<file path="src/rtl/cfgbus_pkg.sv">
package cfgbus_pkg;

  typedef enum logic [2:0] {
    ST_IDLE,
    ST_ADDR,
    ST_CMD,
    ST_COUNT,
    ST_WDATA,
    ST_RDATA,
    ST_IGNORE
  } busState_t;

  // strobes from control to datapath, each valid for one system clock
  typedef struct packed {
    logic rxShift;     // shift sampled SDA into receive byte
    logic cmdLoad;     // latch receive byte as command
    logic ptrFromRx;   // pointer from receive byte (command phase)
    logic ptrFromCmd;  // pointer from latched command (read address phase)
    logic regWrite;    // write receive byte at pointer, then advance pointer
    logic txLoadCount; // load register count into transmit byte
    logic txLoadData;  // load register at pointer, then advance pointer
    logic txShift;     // move next transmit bit to the top
  } dpStrobe_t;

endpackage

</file>
<file path="src/rtl/cfgbus_regs.sv">
module cfgbus_regs
  import cfgbus_pkg::*;
#(
  parameter int NUM_REGS = 3,
  parameter int NUM_OUTS = 8,
  parameter logic [NUM_REGS*8-1:0] REG_DEFAULTS = 24'h00_0F_FF
) (
  input  logic                clk,
  input  logic                rstN,
  input  dpStrobe_t           strobe,
  input  logic                sdaBit,
  output logic [7:0]          rxByte,
  output logic                cmdIsByte,
  output logic                ptrInRange,
  output logic                txMsb,
  output logic [NUM_OUTS-1:0] clkEnable
);

  localparam int PTR_W = 8;
  localparam logic [PTR_W-1:0] REG_LIMIT = PTR_W'(NUM_REGS);

  logic [7:0]       cmdReg;
  logic [PTR_W-1:0] ptr;
  logic [7:0]       txReg;
  logic [7:0]       rdData;
  logic [7:0]       regFile [NUM_REGS];

  assign ptrInRange = (ptr < REG_LIMIT);
  assign cmdIsByte  = cmdReg[7];
  assign txMsb      = txReg[7];
  assign clkEnable  = regFile[0][NUM_OUTS-1:0];

  always_comb begin
    rdData = '0;
    for (int i = 0; i < NUM_REGS; i++) begin
      if (ptr == PTR_W'(i)) rdData = regFile[i];
    end
  end

  always_ff @(posedge clk or negedge rstN) begin
    if (!rstN) begin
      rxByte <= '0;
      cmdReg <= '0;
      ptr    <= '0;
      txReg  <= '1;
    end else begin
      if (strobe.rxShift) rxByte <= {rxByte[6:0], sdaBit};
      if (strobe.cmdLoad) cmdReg <= rxByte;
      if (strobe.ptrFromRx)
        ptr <= rxByte[7] ? {1'b0, rxByte[6:0]} : '0;
      else if (strobe.ptrFromCmd)
        ptr <= cmdReg[7] ? {1'b0, cmdReg[6:0]} : '0;
      else if ((strobe.regWrite || strobe.txLoadData) && ptr != '1)
        ptr <= ptr + 1'b1;
      if (strobe.txLoadCount)     txReg <= 8'(NUM_REGS);
      else if (strobe.txLoadData) txReg <= rdData;
      else if (strobe.txShift)    txReg <= {txReg[6:0], 1'b1};
    end
  end

  for (genvar g = 0; g < NUM_REGS; g++) begin : gen_reg
    always_ff @(posedge clk or negedge rstN) begin
      if (!rstN)
        regFile[g] <= REG_DEFAULTS[g*8 +: 8];
      else if (strobe.regWrite && ptr == PTR_W'(g))
        regFile[g] <= rxByte;
    end
  end

endmodule

</file>
<file path="src/rtl/cfgbus_ctrl.sv">
module cfgbus_ctrl
  import cfgbus_pkg::*;
#(
  parameter logic [6:0] DEV_ADDR = 7'h6E,
  parameter int         NUM_REGS = 3
) (
  input  logic       clk,
  input  logic       rstN,
  input  logic       sclIn,
  input  logic       sdaIn,
  input  logic [7:0] rxByte,
  input  logic       cmdIsByte,
  input  logic       ptrInRange,
  input  logic       txMsb,
  output dpStrobe_t  strobe,
  output logic       sdaDriveLow,
  output logic       sdaBit,
  output busState_t  busState,
  output logic [3:0] frameSlot,
  output logic       sclLevel
);

  localparam logic [3:0] SLOT_LAST = 4'd7;
  localparam logic [3:0] SLOT_ACK  = 4'd8;
  localparam logic [3:0] SLOT_PRE  = 4'd15;
  localparam logic [7:0] REG_LIMIT = 8'(NUM_REGS);

  logic sclMeta, sclS, sclPrev;
  logic sdaMeta, sdaS, sdaPrev;
  busState_t state, nextState, nextDec;
  logic [3:0] slot;
  logic ackLow, txActive, countPending, masterNack;
  logic ackDec;

  logic sclRise, sclFall, startCond, stopCond, receiving, loadNow;

  assign sclRise   = sclS & ~sclPrev;
  assign sclFall   = ~sclS & sclPrev;
  assign startCond = sclS & sclPrev & sdaPrev & ~sdaS;
  assign stopCond  = sclS & sclPrev & ~sdaPrev & sdaS;
  assign receiving = (state == ST_ADDR) || (state == ST_CMD) ||
                     (state == ST_COUNT) || (state == ST_WDATA);

  assign sdaDriveLow = ackLow | (txActive & ~txMsb);
  assign sdaBit      = sdaS;
  assign busState    = state;
  assign frameSlot   = slot;
  assign sclLevel    = sclS;

  // decision taken when the eighth bit of a received byte is in
  always_comb begin
    ackDec  = 1'b0;
    nextDec = state;
    case (state)
      ST_ADDR: begin
        ackDec  = (rxByte[7:1] == DEV_ADDR);
        nextDec = !ackDec ? ST_IGNORE : (rxByte[0] ? ST_RDATA : ST_CMD);
      end
      ST_CMD: begin
        ackDec  = rxByte[7] ? ({1'b0, rxByte[6:0]} < REG_LIMIT)
                            : (rxByte[6:0] == 7'd0);
        nextDec = !ackDec ? ST_IGNORE : (rxByte[7] ? ST_WDATA : ST_COUNT);
      end
      ST_COUNT: begin
        ackDec  = 1'b1;
        nextDec = ST_WDATA;
      end
      ST_WDATA: begin
        ackDec  = ptrInRange;
        nextDec = (ptrInRange && !cmdIsByte) ? ST_WDATA : ST_IGNORE;
      end
      default: begin
        ackDec  = 1'b0;
        nextDec = state;
      end
    endcase
  end

  assign loadNow = sclFall && (slot == SLOT_ACK) &&
                   ((state == ST_ADDR && nextState == ST_RDATA) ||
                    (state == ST_RDATA && !masterNack));

  always_comb begin
    strobe = '0;
    strobe.rxShift = sclRise && receiving && (slot < SLOT_ACK);
    if (sclFall && slot == SLOT_LAST && receiving && ackDec) begin
      case (state)
        ST_ADDR:  strobe.ptrFromCmd = rxByte[0];
        ST_CMD: begin
          strobe.cmdLoad   = 1'b1;
          strobe.ptrFromRx = 1'b1;
        end
        ST_WDATA: strobe.regWrite = 1'b1;
        default:  ;
      endcase
    end
    strobe.txShift     = sclFall && (state == ST_RDATA) && txActive &&
                         (slot < SLOT_LAST);
    strobe.txLoadCount = loadNow && countPending;
    strobe.txLoadData  = loadNow && !countPending;
  end

  always_ff @(posedge clk or negedge rstN) begin
    if (!rstN) begin
      sclMeta <= 1'b1; sclS <= 1'b1; sclPrev <= 1'b1;
      sdaMeta <= 1'b1; sdaS <= 1'b1; sdaPrev <= 1'b1;
      state        <= ST_IDLE;
      nextState    <= ST_IDLE;
      slot         <= SLOT_PRE;
      ackLow       <= 1'b0;
      txActive     <= 1'b0;
      countPending <= 1'b0;
      masterNack   <= 1'b0;
    end else begin
      sclMeta <= sclIn; sclS <= sclMeta; sclPrev <= sclS;
      sdaMeta <= sdaIn; sdaS <= sdaMeta; sdaPrev <= sdaS;
      if (startCond) begin
        state    <= ST_ADDR;
        slot     <= SLOT_PRE;
        ackLow   <= 1'b0;
        txActive <= 1'b0;
      end else if (stopCond) begin
        state    <= ST_IDLE;
        ackLow   <= 1'b0;
        txActive <= 1'b0;
      end else begin
        if (sclRise && state == ST_RDATA && slot == SLOT_ACK)
          masterNack <= sdaS;
        if (sclFall) begin
          slot <= (slot == SLOT_ACK || slot == SLOT_PRE) ? 4'd0 : slot + 4'd1;
          if (slot == SLOT_LAST) begin
            ackLow    <= receiving && ackDec;
            txActive  <= 1'b0;
            nextState <= nextDec;
            if (state == ST_ADDR && ackDec && rxByte[0])
              countPending <= !cmdIsByte;
          end else if (slot == SLOT_ACK) begin
            ackLow <= 1'b0;
            if (state == ST_RDATA)
              state <= masterNack ? ST_IGNORE : ST_RDATA;
            else if (state != ST_IDLE && state != ST_IGNORE)
              state <= nextState;
            if (loadNow) begin
              txActive     <= 1'b1;
              countPending <= 1'b0;
            end
          end
        end
      end
    end
  end

endmodule

</file>
<file path="src/rtl/cfgbus_slave.sv">
module cfgbus_slave
  import cfgbus_pkg::*;
#(
  parameter logic [6:0]            DEV_ADDR     = 7'h6E,
  parameter int                    NUM_REGS     = 3,
  parameter int                    NUM_OUTS     = 8,
  parameter logic [NUM_REGS*8-1:0] REG_DEFAULTS = 24'h00_0F_FF
) (
  input  logic                clk,
  input  logic                rstN,
  input  logic                sclIn,
  input  logic                sdaIn,
  output logic                sdaDriveLow,
  output logic [NUM_OUTS-1:0] clkEnable
);

  dpStrobe_t  strobe;
  logic [7:0] rxByte;
  logic       cmdIsByte, ptrInRange, txMsb, sdaBit, sclLevel;
  busState_t  busState;
  logic [3:0] frameSlot;

  cfgbus_ctrl #(.DEV_ADDR(DEV_ADDR), .NUM_REGS(NUM_REGS)) u_ctrl (
    .clk(clk), .rstN(rstN), .sclIn(sclIn), .sdaIn(sdaIn),
    .rxByte(rxByte), .cmdIsByte(cmdIsByte), .ptrInRange(ptrInRange),
    .txMsb(txMsb), .strobe(strobe), .sdaDriveLow(sdaDriveLow),
    .sdaBit(sdaBit), .busState(busState), .frameSlot(frameSlot),
    .sclLevel(sclLevel)
  );

  cfgbus_regs #(.NUM_REGS(NUM_REGS), .NUM_OUTS(NUM_OUTS),
                .REG_DEFAULTS(REG_DEFAULTS)) u_regs (
    .clk(clk), .rstN(rstN), .strobe(strobe), .sdaBit(sdaBit),
    .rxByte(rxByte), .cmdIsByte(cmdIsByte), .ptrInRange(ptrInRange),
    .txMsb(txMsb), .clkEnable(clkEnable)
  );

endmodule

</file>
<file path="config.mk">
export PLATFORM = sky130hd
export DESIGN_NAME = cfgbus_slave
export DESIGN_NICKNAME = d
export VERILOG_FILES = /design/src/rtl/cfgbus_pkg.sv /design/src/rtl/cfgbus_regs.sv /design/src/rtl/cfgbus_ctrl.sv /design/src/rtl/cfgbus_slave.sv
export SDC_FILE = /design/constraint.sdc
export NUM_CORES = 1
export LEC_CHECK = 0
export BUFFER_PORTS_ARGS = -buffer_cell sky130_fd_sc_hd__buf_2
export CAP_MARGIN = 20
export CORE_ASPECT_RATIO = 0.8
export CORE_MARGIN = 1
export CORE_UTILIZATION = 41
export DETAILED_ROUTE_END_ITERATION = 6
export GPL_TIMING_DRIVEN = 0
export SYNTH_ARGS = -nofsm -noshare
export SYNTH_HDL_FRONTEND = slang
export SYNTH_SLANG_ARGS = --single-unit
</file>
<file path="constraint.sdc">
create_clock -name clk -period 3.67 [get_ports clk]
set_input_delay 0.5505 -clock clk [delete_from_list [all_inputs] [get_ports clk]]
set_output_delay 0.5505 -clock clk [all_outputs]
set_load 0.05 [all_outputs]
</file>
==> results_dict.tcl, run 1 <==
set metrics [dict create \
    drt_wl_total_mm 8.67 \
    fp.dieArea_sq_um 9960 \
    first_pass_iters 7 \
    path_max_fanout 10 \
    core_sq_um 9150 \
    p_seq_share_pct 44.1 \
    synth_fp_nets 375 \
    drc 2 \
    layout_common_cells "46 x dfrtp_1, 35 x mux2_2, 30 x dfstp_2, 21 x nor2_1, 18 x o21ai_0" \
    fin_area_sq_um 4470 \
    layout-drive-gt1-share_pct 30.6 \
    clk_pin_slew_worst_paths_ns 0.06 \
    crit_type "reg2reg" \
    clk_latency_ns 0.34 \
    grt_max_degree 43 \
    synth_compound_area_share_pct 17.7 \
    max_freq_ghz 0.348 \
    hold_viol 0 \
    post-cts-setup-buffers 0 \
    synthXorXnorAreaFrac_pct 0.447 \
    grt_overflow 0 \
    synth_top_family_by_area "compound AO/OA/AOI/OAI gates" \
    grt_pass1_vias 2745 \
    routed_via_density 5.76 \
    async_flop_share_pct 100 \
    status "finished, violations left" \
    syn_area_sq_um 3920 \
    grt_pass1_wl_mm 14.6 \
    place_area_sq_um 4160 \
    end_kind "register" \
    worstReg2RegStart "u_regs.rxByte[7]$_DFFE_PN0P_" \
    hpwlAfterDp_mm 5.98 \
    antennaDiodeCount 0 \
    post-route-period-util_pct 78.3 \
    critical_path.startpoint "u_regs.rxByte[7]$_DFFE_PN0P_" \
    swShare_pct 30.0 \
    area_growth_syn_to_layout_pct 13.9 \
    numCtsBuffers 9 \
    ioPinCount 13 \
    htree_num_levels 3 \
    worst_pin_slew_ns 0.872 \
    avgSynthCellArea_sq_um 10.7 \
    synthFlopType "dfrtp_1" \
    crit_arrival_ns 3.10 \
    finalCriticalPeriod_ns 2.87 \
    finalSetupViolations 0 \
    finalMaxSlewViolations 0 \
    routedWlPerCell_um 17.0 \
    routabilityCongestion 0.817 \
    track_usage_pct 19.2 \
    synth_edf_count 0 \
    clock_sinks 76 \
    antenna_found_initial 0 \
    min_path_type "in2async" \
    die_h_um 89.5 \
    ant_nets 0 \
    cp-start-kind "register" \
    finClkSkew_ns 0.00510 \
    power.leakage_nw 1.95 \
    fillers 838 \
    synth_warnings 0 \
    peakVddDrop_v 0.000294 \
    required_ns 3.90 \
    synthAdderAreaFrac_pct 1.91 \
    synth-simple-area-share_pct 14.8 \
    violations "DRC" \
    clkPwrFrac_pct 39.1 \
    slew_headroom_pct 41.4 \
    muxShareOfSynthArea_pct 10.3 \
    drt-initial-drc-count 215 \
    p_switching_uw 697 \
    cts.path.max_buffers 2 \
    synthDistinctLibCells 59 \
    fp-row-count 31 \
    max-cap-violations 0 \
    port-buffer-count 12 \
    p_int_mw 1.63 \
    cts_tree "done" \
    syn_inst 365 \
    fin_setup_tns_ns 0 \
    cts_root_buf "clkbuf_16" \
    combPwrFrac_pct 16.7 \
    cts_resized 0 \
    start_util_pct 42.8 \
    ys_seq_area_share_pct 49.5 \
    power.density_nw_per_um2 520 \
    rsz0062_at_grt "false" \
    synth_seq_cells 76 \
    layout_commonest_cell "dfrtp_1" \
    die_x_um 111 \
    cts_hold_buf 0 \
    nets 400 \
    vias 2936 \
]
[worst max-delay path, cell delays in order, from the launching register on]
cell and delay, ns:
dfrtp_1 0.32, clkbuf_1 0.39, nor4bb_1 0.52, nand4b_1 0.23, a2111oi_2 0.60, inv_1 0.19, a211o_1 0.32, a22o_1 0.18
[power by group through the flow]
stage,clock [mW],sequential (mW),combinational (mW)
after floorplan,0,1.00,0.287
after global placement,0,1.04,0.377
after detailed placement,0,1.04,0.383
after CTS,0.936,1.02,0.386
after global routing,0.966,1.04,0.436
final,0.910,1.03,0.389
[cell usage after synthesis, types with 2 or more instances]
| cell type | number | area [sq um] |
|---|---|---|
| dfstp_2 | 30 | 788 |
| nand2b_1 | 4 | 25.0 |
| o221a_1 | 2 | 22.5 |
| buf_1 | 2 | 7.51 |
| a211oi_1 | 8 | 60.1 |
| xor2_1 | 2 | 17.5 |
| a22o_1 | 2 | 17.5 |
| and3_1 | 5 | 31.3 |
| nand4_1 | 2 | 12.5 |
| mux2_2 | 35 | 394 |
| nor4bb_1 | 2 | 20.0 |
| a31oi_1 | 10 | 62.6 |
| dfrtp_1 | 46 | 1150 |
| o21ai_0 | 18 | 90.1 |
| clkbuf_1 | 11 | 41.3 |
| o32ai_2 | 2 | 32.5 |
| a221o_1 | 6 | 60.1 |
| nor3b_1 | 5 | 37.5 |
| nor3_1 | 13 | 65.1 |
| nand3b_1 | 2 | 15.0 |
| buf_2 | 6 | 30.0 |
| o22a_1 | 2 | 17.5 |
| o21a_1 | 4 | 30.0 |
| nor4_1 | 3 | 18.8 |
| nand3_1 | 11 | 55.1 |
| a22oi_1 | 8 | 60.1 |
| ha_1 | 6 | 75.1 |
| a21oi_1 | 17 | 85.1 |
| nor2_1 | 21 | 78.8 |
| buf_4 | 9 | 67.6 |
| nor2_2 | 2 | 12.5 |
| a21o_1 | 4 | 30.0 |
| nand2_1 | 15 | 56.3 |
| nand4b_1 | 2 | 17.5 |
| inv_1 | 14 | 52.6 |
| nor2b_1 | 11 | 68.8 |
[registers in the layout, indices dropped and copies added (netlist names), 3 cells and up]
signal	cells
u_ctrl.busState	3
u_ctrl.frameSlot	4
u_ctrl.nextState	3
u_regs.clkEnable	8
u_regs.cmdReg	8
u_regs.ptr	8
u_regs.regFile	16
u_regs.rxByte	8
u_regs.txReg	8
[cell families (layout without fill, tap and decap cells)]
family / Yosys count / in the layout
AO/OA/AOI/OAI: 96 / 96
multiplexers: 36 / 36
adder cells (fa/ha/maj): 6 / 6
buffers and inverters: 43 / 73
AND/OR/NAND/NOR: 106 / 106
XOR/XNOR: 2 / 2
flip-flops: 76 / 76
[final cells by class]
cell class                      count  area, sq um  area share (%)
Buffer                             29          158            3.53
Clock inverter                      6         71.3            1.60
Timing Repair Buffer               14         90.1            2.02
Clock buffer                       10          239            5.35
Sequential cell                    76         1940            43.4
Tap cell                          115          144            3.22
Multi-Input combinational cell    246         1770            39.7
Inverter                           14         52.6            1.18
[stage by stage]
stage | total power [mW] | util (%) | hold WS [ns] | std cells | worst slack, ns
2_1_floorplan | 1.29 | - | 0.255 | 365 | 1.06
3_3_place_gp | 1.41 | 45.1 | 0.346 | 492 | 0.833
3_5_place_dp | 1.42 | 45.4 | 0.347 | 494 | 0.794
4_1_cts | 2.35 | 48.8 | 0.178 | 510 | 0.776
5_1_grt | 2.44 | 48.8 | 0.207 | 510 | 0.589
6_report | 2.32 | 48.8 | 0.168 | 510 | 0.798
[layer usage]
layer  vias up  track usage [%]  routed length, um
met1      1471             28.5               4540
met3         8             4.34                399
met2        62             27.2               3640
met5         -                0                  0
li1       1395                -                  -
met4         0             7.37                 87
[path summary, 6_finish.rpt]
check                                                       end  slack [ns]  cells after the start
worst min register to register        u_ctrl.sclLevel$_DFF_PN1_        0.35                      0
min in group clk                       u_ctrl.sclMeta$_DFF_PN1_        0.31                      1
worst min-delay path                  u_regs.ptr[5]$_DFFE_PN0P_        0.17                      1
max in group asynchronous       u_regs.clkEnable[0]$_DFFE_PN1P_        2.87                      2
worst max-delay path                  u_regs.ptr[1]$_DFFE_PN0P_        0.80                      7
worst max register to register        u_regs.ptr[1]$_DFFE_PN0P_        0.80                      7
Note: power is estimated with default switching activity, not from simulation.
==> run 2, diff against run 1 <==
clock period = 2.9 ns   (was 3.67 ns; I/O delays follow)
==> results_dict.tcl, run 2 (same netlist as run 1, synthesis figures left out) <==
set metrics [dict create \
    status "finished, violations left" \
    violations "DRC" \
    place_inst 494 \
    clk_pin_slew_worst_paths_ns 0.06 \
    hold_viol 0 \
    antenna_found_initial 0 \
    start_util_pct 42.8 \
    routabilityCongestion 0.817 \
    slew_headroom_pct 40.6 \
    path_max_fanout 10 \
    top_register "u_regs.regFile" \
    fp-row-count 31 \
    ioPinCount 13 \
    max_freq_ghz 0.357 \
    layout_common_cells "46 x dfrtp_1, 35 x mux2_2, 30 x dfstp_2, 21 x nor2_1, 18 x o21ai_0" \
    layout-drive-gt1-share_pct 32.0 \
    vias 2937 \
    crit_arrival_ns 3.03 \
    peakVddDrop_v 0.000371 \
    cts_root_buf "clkbuf_16" \
    routed_via_density 5.77 \
    crit_path_top_delay_cell "dfstp_2" \
    crit_type "reg2reg" \
    power.leakage_nw 1.95 \
    finalMaxSlewViolations 0 \
    cp.buffers_inverters 4 \
    finalCriticalPeriod_ns 2.80 \
    post-route-period-util_pct 96.7 \
    antennaDiodeCount 0 \
    cts.path.max_buffers 2 \
    hpwlAfterDp_mm 5.98 \
    path_common_cell "buf_2" \
    cts_tree "done" \
    cts_resized 0 \
    max-cap-violations 0 \
    port-buffer-count 12 \
    swShare_pct 30.2 \
    largest_reg_flops 16 \
    min_path_type "in2async" \
    p_switching_uw 895 \
    core_sq_um 9150 \
    clock_sinks 76 \
    p_int_mw 2.07 \
    layout_commonest_cell "dfrtp_1" \
    worst_pin_slew_ns 0.883 \
    holdWs_ns 0.0522 \
    post-cts-setup-buffers 0 \
    power_mw 2.97 \
    drc 2 \
    numCtsBuffers 9 \
    fp.dieArea_sq_um 9960 \
    crit_family "simple AND/OR/NAND/NOR gates" \
    cp_cell_sequence "ha_2 > nand2_2 > or3_1 > buf_2 > or2_1 > buf_2 > a22o_1 > buf_4 > and2_4 > buf_6 > o221a_1" \
    fin_ws_ns 0.0958 \
    finClkSkew_ns 0.00435 \
    rsz0062_at_grt "true" \
    clkPwrFrac_pct 38.8 \
    area_growth_syn_to_layout_pct 14.9 \
    r2r_end "u_regs.ptr[3]$_DFFE_PN0P_" \
    grt_pass1_wl_mm 14.6 \
    track_usage_pct 19.2 \
    post-place-ws_ns 0.0244 \
    cts_hold_buf 0 \
    grt_pass1_vias 2745 \
    drt-initial-drc-count 250 \
    utilization_pct 49.2 \
    drt_wl_total_mm 8.66 \
    nets 399 \
    first_pass_iters 7 \
    critPathMaxStageDelay_ns 0.56 \
    grt_overflow 0 \
    worstReg2RegStart "u_ctrl.frameSlot[0]$_DFFE_PN1P_" \
    die_h_um 89.5 \
    finalSetupViolations 0 \
    grt_max_degree 43 \
    htree_num_levels 3 \
    combPwrFrac_pct 17.2 \
    worst-r2r-cell-count 11 \
    end_kind "register" \
    fillers 835 \
    p_seq_share_pct 44.0 \
    ant_nets 0 \
    die_x_um 111 \
    reg2reg_slack_ns 0.1 \
    cp-start-kind "register" \
    required_ns 3.13 \
    fin_cells 509 \
    routedWlPerCell_um 17.0 \
    power.density_nw_per_um2 658 \
    clk_latency_ns 0.34 \
]
-- run 2: cell types whose count changed in the layout (fill, tap and decap cells not counted), sizes merged --
cell / previous run / this run
clkbuf: 21 / 20
-- run 2: power by group through the flow --
stage	combinational, mW	sequential (mW)	clock [mW]
detailed placement	0.485	1.31	0
global placement	0.477	1.31	0
CTS	0.488	1.30	1.18
floorplan	0.363	1.27	0
global route	0.571	1.32	1.22
finish	0.511	1.30	1.15
-- run 2: how the worst max path moves through the flow --
stage / to / depth (start not counted) / slack, ns / from
after global placement: u_regs.cmdReg[7]$_DFFE_PN0P_ / 5 / 0.06 / u_regs.rxByte[2]$_DFFE_PN0P_
after floorplan: u_regs.ptr[3]$_DFFE_PN0P_ / 11 / 0.29 / u_ctrl.frameSlot[0]$_DFFE_PN1P_
after detailed placement: u_regs.cmdReg[1]$_DFFE_PN0P_ / 5 / 0.02 / u_regs.rxByte[2]$_DFFE_PN0P_
after CTS: u_regs.cmdReg[1]$_DFFE_PN0P_ / 5 / 0.006 / u_regs.rxByte[2]$_DFFE_PN0P_
after global routing: u_regs.ptr[4]$_DFFE_PN0P_ / 11 / -0.02 / u_ctrl.frameSlot[0]$_DFFE_PN1P_
final: u_regs.ptr[3]$_DFFE_PN0P_ / 11 / 0.1 / u_ctrl.frameSlot[0]$_DFFE_PN1P_
-- run 2: per-stage QoR --
step / setup TNS [ns] / area (sq um)
6_report: 0 / 4510
5_1_grt: -0.0297 / 4510
4_1_cts: 0 / 4470
3_5_place_dp: 0 / 4160
3_3_place_gp: 0 / 4130
2_1_floorplan: 0 / 3920
-- run 2: routing by layer --
metal  vias up  wire length [um]  global-route usage, %
met5         -                 0                      0
met2        81              3620                   27.2
li1       1389                 -                      -
met3        11               429                   4.34
met1      1456              4490                   28.5
met4         0               120                   7.37
-- run 2: area by class of cell --
type	instances	area, sq um	share of cell area (%)
tap	115	144	3.19
sequential	76	1940	43.0
buffer	28	154	3.42
inverter	14	52.6	1.17
timing repair buffer	14	90.1	2.00
clock inverter	6	71.3	1.58
clock buffer	10	239	5.30
multi-input combinational	246	1820	40.3
